--- src/rtl/pt_walk_pkg.sv ---
// Shared types for the two-level table walker.
// Assumes nothing beyond a single clock domain.
package pt_walk_pkg;

    // Walk sequencer states.
    typedef enum logic [2:0] {
        S_IDLE,
        S_ISSUE_TOP,
        S_WAIT_TOP,
        S_ISSUE_LEAF,
        S_WAIT_LEAF,
        S_HIT,
        S_MISS
    } walk_state_e;

endpackage

--- src/rtl/pt_walk_ctrl.sv ---
// Walk sequencer: steps through top read, leaf read and outcome states.
// Assumes the memory accepts a read in the cycle it is issued and
// answers with exactly one response per read.
module pt_walk_ctrl
    import pt_walk_pkg::*;
(
    input  logic        clk,
    input  logic        rst_n,
    input  logic        walk_en,
    input  logic        req_valid,
    input  logic        rsp_valid,
    input  logic        rsp_ok,
    output walk_state_e state,
    output logic        trap_q
);

    walk_state_e state_nx;

    // Next-state selection.
    always_comb begin
        state_nx = state;
        unique case (state)
            S_IDLE:       if (req_valid) state_nx = walk_en ? S_ISSUE_TOP : S_MISS;
            S_ISSUE_TOP:  state_nx = S_WAIT_TOP;
            S_WAIT_TOP:   if (rsp_valid) state_nx = rsp_ok ? S_ISSUE_LEAF : S_MISS;
            S_ISSUE_LEAF: state_nx = S_WAIT_LEAF;
            S_WAIT_LEAF:  if (rsp_valid) state_nx = rsp_ok ? S_HIT : S_MISS;
            S_HIT,
            S_MISS:       state_nx = S_IDLE;
            default:      state_nx = S_IDLE;
        endcase
    end

    // State register with synchronous reset.
    always_ff @(posedge clk) begin
        if (!rst_n) state <= S_IDLE;
        else        state <= state_nx;
    end

    // Records whether the pending miss is a disabled-walker trap.
    always_ff @(posedge clk) begin
        if (!rst_n)                           trap_q <= 1'b0;
        else if (state == S_IDLE && req_valid) trap_q <= !walk_en;
    end

    p_outcome_oneshot_r9: assert property (@(posedge clk) disable iff (!rst_n)
        (state == S_HIT || state == S_MISS) |=> state == S_IDLE);

    p_trap_skips_mem_r8: assert property (@(posedge clk) disable iff (!rst_n)
        (state == S_MISS && trap_q) |-> $past(state) == S_IDLE);

    p_issue_once_r11: assert property (@(posedge clk) disable iff (!rst_n)
        state == S_ISSUE_TOP |=> state == S_WAIT_TOP);

    p_wait_holds_r11: assert property (@(posedge clk) disable iff (!rst_n)
        (state == S_WAIT_LEAF && !rsp_valid) |=> state == S_WAIT_LEAF);

    p_leaf_needs_valid_r4: assert property (@(posedge clk) disable iff (!rst_n)
        state == S_ISSUE_LEAF |-> $past(rsp_valid && rsp_ok));

endmodule

--- src/rtl/pt_walk_path.sv ---
// Walk datapath: holds the page number, the leaf table base and the
// result, and forms the entry address for each read.
// Assumes the root is 4-byte aligned and entries are 4 bytes wide.
module pt_walk_path
    import pt_walk_pkg::*;
#(
    parameter int IDX_W = 10,
    parameter int OFF_W = 12,
    parameter int PA_W  = 32
) (
    input  logic                    clk,
    input  logic                    rst_n,
    input  walk_state_e             state,
    input  logic                    req_valid,
    input  logic [2*IDX_W-1:0]      req_vpn,
    input  logic [PA_W-1:0]         root_base,
    input  logic                    rsp_valid,
    input  logic [PA_W-1:0]         rsp_data,
    output logic [2*IDX_W-1:0]      vpn_q,
    output logic [PA_W-OFF_W-1:0]   ppn_q,
    output logic [PA_W-1:0]         mem_addr
);

    localparam int VPN_W  = 2 * IDX_W;
    localparam int PPN_W  = PA_W - OFF_W;
    localparam int ENT_SH = 2;

    logic [PPN_W-1:0] base_q;
    logic [IDX_W-1:0] top_idx;
    logic [IDX_W-1:0] leaf_idx;
    logic [PA_W-1:0]  top_addr;
    logic [PA_W-1:0]  leaf_addr;
    logic             unused_low;

    assign top_idx    = vpn_q[VPN_W-1:IDX_W];
    assign leaf_idx   = vpn_q[IDX_W-1:0];
    assign unused_low = ^rsp_data[OFF_W-1:0];

    // Captures the page number when a request is taken in idle.
    always_ff @(posedge clk) begin
        if (!rst_n)                           vpn_q <= '0;
        else if (state == S_IDLE && req_valid) vpn_q <= req_vpn;
    end

    // Captures the leaf table base from the top-level entry.
    always_ff @(posedge clk) begin
        if (!rst_n)                               base_q <= '0;
        else if (state == S_WAIT_TOP && rsp_valid) base_q <= rsp_data[PA_W-1:OFF_W];
    end

    // Captures the physical page number from the leaf entry.
    always_ff @(posedge clk) begin
        if (!rst_n)                                ppn_q <= '0;
        else if (state == S_WAIT_LEAF && rsp_valid) ppn_q <= rsp_data[PA_W-1:OFF_W];
    end

    // Entry address for each level.
    always_comb begin
        top_addr  = root_base + (PA_W'(top_idx) << ENT_SH);
        leaf_addr = {base_q, OFF_W'(0)} + (PA_W'(leaf_idx) << ENT_SH);
        mem_addr  = (state == S_ISSUE_LEAF) ? leaf_addr : top_addr;
    end

    p_vpn_stable_r10: assert property (@(posedge clk) disable iff (!rst_n)
        (state != S_IDLE && $past(state) != S_IDLE) |-> $stable(vpn_q));

    p_leaf_in_base_r3: assert property (@(posedge clk) disable iff (!rst_n)
        state == S_ISSUE_LEAF |-> mem_addr[PA_W-1:OFF_W] == base_q);

endmodule

--- src/rtl/pt_walker.sv ---
// Two-level page table walker top: joins the sequencer and datapath and
// decodes the outcome pulses and the refill record.
// Assumes one outstanding read, and a response only after a request.
module pt_walker
    import pt_walk_pkg::*;
#(
    parameter int IDX_W = 10,
    parameter int OFF_W = 12,
    parameter int PA_W  = 32
) (
    input  logic                   clk,
    input  logic                   rst_n,
    input  logic                   walk_en,
    input  logic [PA_W-1:0]        root_base,
    input  logic                   req_valid,
    input  logic [2*IDX_W-1:0]     req_vpn,
    output logic                   req_ready,
    output logic                   mem_req_valid,
    output logic [PA_W-1:0]        mem_req_addr,
    input  logic                   mem_rsp_valid,
    input  logic [PA_W-1:0]        mem_rsp_data,
    output logic                   done_pulse,
    output logic [PA_W-OFF_W-1:0]  done_ppn,
    output logic                   pf_pulse,
    output logic                   trap_pulse,
    output logic [2*IDX_W-1:0]     fault_vpn,
    output logic                   fill_valid,
    output logic [2*IDX_W-1:0]     fill_vpn,
    output logic [PA_W-OFF_W-1:0]  fill_ppn
);

    localparam int VPN_W = 2 * IDX_W;
    localparam int PPN_W = PA_W - OFF_W;

    walk_state_e      state;
    logic             trap_q;
    logic [VPN_W-1:0] vpn_q;
    logic [PPN_W-1:0] ppn_q;

    pt_walk_ctrl u_ctrl (
        .clk       (clk),
        .rst_n     (rst_n),
        .walk_en   (walk_en),
        .req_valid (req_valid),
        .rsp_valid (mem_rsp_valid),
        .rsp_ok    (mem_rsp_data[0]),
        .state     (state),
        .trap_q    (trap_q)
    );

    pt_walk_path #(.IDX_W(IDX_W), .OFF_W(OFF_W), .PA_W(PA_W)) u_path (
        .clk       (clk),
        .rst_n     (rst_n),
        .state     (state),
        .req_valid (req_valid),
        .req_vpn   (req_vpn),
        .root_base (root_base),
        .rsp_valid (mem_rsp_valid),
        .rsp_data  (mem_rsp_data),
        .vpn_q     (vpn_q),
        .ppn_q     (ppn_q),
        .mem_addr  (mem_req_addr)
    );

    // Outcome and handshake decode from the sequencer state.
    always_comb begin
        req_ready     = (state == S_IDLE);
        mem_req_valid = (state == S_ISSUE_TOP) || (state == S_ISSUE_LEAF);
        done_pulse    = (state == S_HIT);
        pf_pulse      = (state == S_MISS) && !trap_q;
        trap_pulse    = (state == S_MISS) && trap_q;
        done_ppn      = ppn_q;
        fault_vpn     = vpn_q;
        fill_valid    = (state == S_HIT);
        fill_vpn      = vpn_q;
        fill_ppn      = ppn_q;
    end

    p_busy_not_ready_r10: assert property (@(posedge clk) disable iff (!rst_n)
        mem_req_valid |-> !req_ready);

    p_single_outcome_r9: assert property (@(posedge clk) disable iff (!rst_n)
        $onehot0({done_pulse, pf_pulse, trap_pulse}));

    p_read_strobe_r2: assert property (@(posedge clk) disable iff (!rst_n)
        mem_req_valid |=> !mem_req_valid);

endmodule

--- config.mk ---
export PLATFORM = sky130hd
export DESIGN_NAME = pt_walker
export DESIGN_NICKNAME = d
export VERILOG_FILES = /design/src/rtl/pt_walk_pkg.sv /design/src/rtl/pt_walk_ctrl.sv /design/src/rtl/pt_walk_path.sv /design/src/rtl/pt_walker.sv
export SDC_FILE = /design/constraint.sdc
export NUM_CORES = 1
export LEC_CHECK = 0
export BUFFER_PORTS_ARGS = -buffer_cell sky130_fd_sc_hd__buf_2
export CAP_MARGIN = 20
export CORE_MARGIN = 3
export CORE_UTILIZATION = 45
export CTS_CLUSTER_SIZE = 24
export DETAILED_ROUTE_END_ITERATION = 6
export PLACE_DENSITY = 0.85
export SYNTH_ARGS = -nofsm -noshare
export SYNTH_HDL_FRONTEND = slang
export SYNTH_SLANG_ARGS = --single-unit
--- constraint.sdc ---
create_clock -name clk -period 3.4 [get_ports clk]
set_input_delay 0.68 -clock clk [delete_from_list [all_inputs] [get_ports clk]]
set_output_delay 0.68 -clock clk [all_outputs]
set_load 0.02 [all_outputs]
==> results.py <==
metrics = {
    "flow_run": {
        "cap_violations": 0,
    },
    "finish": {
        "syn2layout_area_growth_pct": 33.1,
        "multi_input_area_mm2": 0.00238,
        "nets": 803,
        "final_layout_size_suffix_gt1_share_pct": 36.3,
        "n_antenna_cell": 0,
        "design_area_mm2": 0.00531,
        "ff_latch_area_mm2": 0.00128,
        "utilization_pct": 63.0,
        "nFillCells": 752,
        "fin_cells": 813,
    },
    "timing": {
        "worst_slack_ps": -21.0,
        "period_minus_slack_ps": 3420,
        "holdWs_ps": 470,
        "drv_slew": 0,
        "hold_viol": 0,
        "grt_setup_unrepaired": "true",
        "max_slew_margin_pct": 38.6,
        "tightestPinTransition_ps": 920,
        "max_freq_mhz": 292,
        "period_share_pct": 101,
        "setup_viol": 3,
        "skew_ps": 14.4,
    },
    "global_route": {
        "grt_max_degree": 65,
        "grt_pass1_vias": 4156,
        "grt_overflow_total": 0,
        "grt_pass1_wl_um": 19400,
        "antenna_found_initial": 0,
        "gr-usage-all-layers_pct": 23.9,
    },
    "logic_synthesis": {
        "async_flop_share_pct": 0,
        "syn-cell-area_mm2": 0.00399,
        "synthSimpleGateAreaFrac_pct": 24.6,
        "yosysMostFrequentCell": "nand2_1",
        "yosys_register_bits": 64,
        "synth.top_cells.by_count": "nand2_1 (161), dfxtp_1 (64), a21boi_0 (61)",
        "synth_top_area_share_pct": 32.1,
        "synth.largest_area_cell": "dfxtp_1",
        "synth_fa_ha_area_share_pct": 3.64,
        "synth_cell_types": 46,
        "yosys.area_share.xor_xnor_pct": 4.61,
        "seq_area_frac_synth_pct": 32.1,
        "synth_top_family_by_area": "simple AND/OR/NAND/NOR gates",
        "synth-warning-count": 0,
        "yosys-top-cells-area": "dfxtp_1 (32%), nand2_1 (15%), a21boi_0 (11%)",
        "synth-compound-area-share_pct": 23.3,
        "synth_edf_count": 0,
        "synth_fp_nets": 639,
        "ys.flop_type": "dfxtp_1",
        "synth.avg_cell_area_um2": 7.40,
        "syn_inst": 539,
        "muxShareOfSynthArea_pct": 1.00,
    },
    "hold_path": {
        "holdPathEnd": "u_path.base_q[6]",
        "min_path_type": "register to register",
        "holdPathStages": 2,
        "min_from": "u_path.base_q[6]",
    },
    "worst_setup_path": {
        "cp.required_ps": 2720,
        "endpoint_kind": "output pin",
        "ff2ff_path_depth": 4,
        "r2r-end": "u_path.ppn_q[16]",
        "r2r_slack_ps": 1400,
        "cp_max_fo": 5,
        "worstPathArrival_ps": 2740,
        "crit_type": "primary input to output pin",
        "cp-start-kind": "primary input",
        "rr_startpoint": "u_ctrl.state[2]",
    },
    "power_and_ir_drop": {
        "ir_worst_vdd_mv": 0.324,
        "p_per_area_mw_per_mm2": 545,
        "p_leak_uw": 0.00246,
    },
    "cts": {
        "worstSkewPairLatency_ps": 350,
        "cts_tree": "yes",
        "clockBufferDepth": 2,
        "numCtsBuffers": 9,
        "ctsHoldBuffers": 0,
        "clkSinkCount": 64,
        "htreeDepth": 3,
        "clk_pin_slew_ps": 70,
        "cts_root_buf": "clkbuf_8",
    },
    "die": {
        "start_util_pct": 47.3,
        "die_height_um": 100,
        "die_x_um": 100,
        "rows": 33,
        "io_pins": 207,
        "die_area_mm2": 0.0100,
        "core_area_mm2": 0.00842,
    },
    "run_status": {
        "violations": "setup timing",
        "status": "finished with violations",
    },
    "route": {
        "drc_errors": 0,
        "wl_um": 12500,
        "initialDrtViolationCount": 264,
        "avgViaCountPerCell": 5.28,
        "final_antenna_net_count": 0,
        "num_vias": 4294,
        "first_pass_iters": 5,
        "wire_per_inst_um": 15.4,
    },
    "place": {
        "port_buffers": 195,
        "gp_congestion": 0.832,
        "hpwl_um": 9390,
        "dpl.cell_count": 794,
        "pre_cts_ws_ps": -286,
        "place_area_mm2": 0.00488,
    },
}
[report_power, final]
group | leakage [uW] | internal (uW) | switching (uW)
clock | 0.000126 | 497 | 341
sequential | 0.000521 | 838 | 98.4
combinational | 0.00182 | 425 | 694
[cell usage in the layout, fill, tap and decap left out, drive strengths merged, types with 2 or more instances in the layout]
cell type  count
a21boi        61
xnor2          7
nor3           2
clkbuf         9
nand2        161
a21o           3
a21oi         17
a31oi          5
clkinv         2
bufinv         3
or3            3
a211oi         4
nor2b          6
ha            10
o211ai         6
nand3b         2
o2111ai        3
nor2          19
and2           9
nand4          5
o21ai         34
nand3          7
mux2i          4
xor2          14
buf          223
and3           7
inv            4
dfxtp         64
[cell families (layout without fill, tap and decap cells)]
kind of cell,Yosys count,in the layout
adder cells (fa/ha/maj),11,11
AO/OA/AOI/OAI,139,139
buffers and inverters,72,241
flip-flops,64,64
XOR/XNOR,21,21
AND/OR/NAND/NOR,228,228
multiplexers,4,4
[sequential cells by signal, indices dropped and copies added, names as in the netlist]
signal / flops
u_path.vpn_q: 20
u_path.base_q: 20
u_ctrl.trap_q: 1
u_ctrl.state: 3
u_path.ppn_q: 20
[metal layers]
metal / part of all wire, % / GRT usage [%]
met2: 52 / 42.6
met4: 1.6 / 7.67
met1: 39 / 28.8
met5: 0 / 0
met3: 7.0 / 4.73
[layout make-up]
cell class	instances	area share [%]
well taps	105	2.48
clock inverters	7	2.40
repair buffers	223	23.5
inverters	2	0.141
flip-flops and latches	64	24.2
clock buffers	9	2.33
multi-input cells	403	44.9
[worst max-delay path by stage]
stage | startpoint | to | slack (ps) | cells past startpoint
floorplan | root_base[2] | mem_req_addr[22] | 20 | 8
global placement | root_base[2] | mem_req_addr[22] | -200 | 10
detailed placement | root_base[2] | mem_req_addr[12] | -290 | 11
CTS | root_base[2] | mem_req_addr[12] | -6 | 11
global route | root_base[2] | mem_req_addr[12] | -140 | 11
finish | root_base[2] | mem_req_addr[12] | -20 | 11
[what timing repair did]
| action | in CTS | in global routing |
|---|---|---|
| resized for setup | 11 | 35 |
| buffers inserted | 0 | 2 |
| pin swaps | 7 | 12 |
| setup endpoints to repair | 11 | 20 |
| gates cloned | 0 | 0 |
| hold endpoints to repair | 0 | 0 |
[through the flow]
stage,total power (uW),TNS (ps)
global placement,1980,-1150
CTS,2870,-6.33
finish,2890,-51.4
global route,3050,-1020
detailed placement,2010,-1900
floorplan,1670,0
[critical path, stage by stage]
cell      delay [ps]
buf_6            100
ha_4             150
fa_2             420
a211oi_4         230
o211ai_1         160
a31o_1           250
a21oi_4          210
buf_6            130
xor2_1           150
o21ai_1          100
buf_4            160
(Power assumes the default switching activity.)
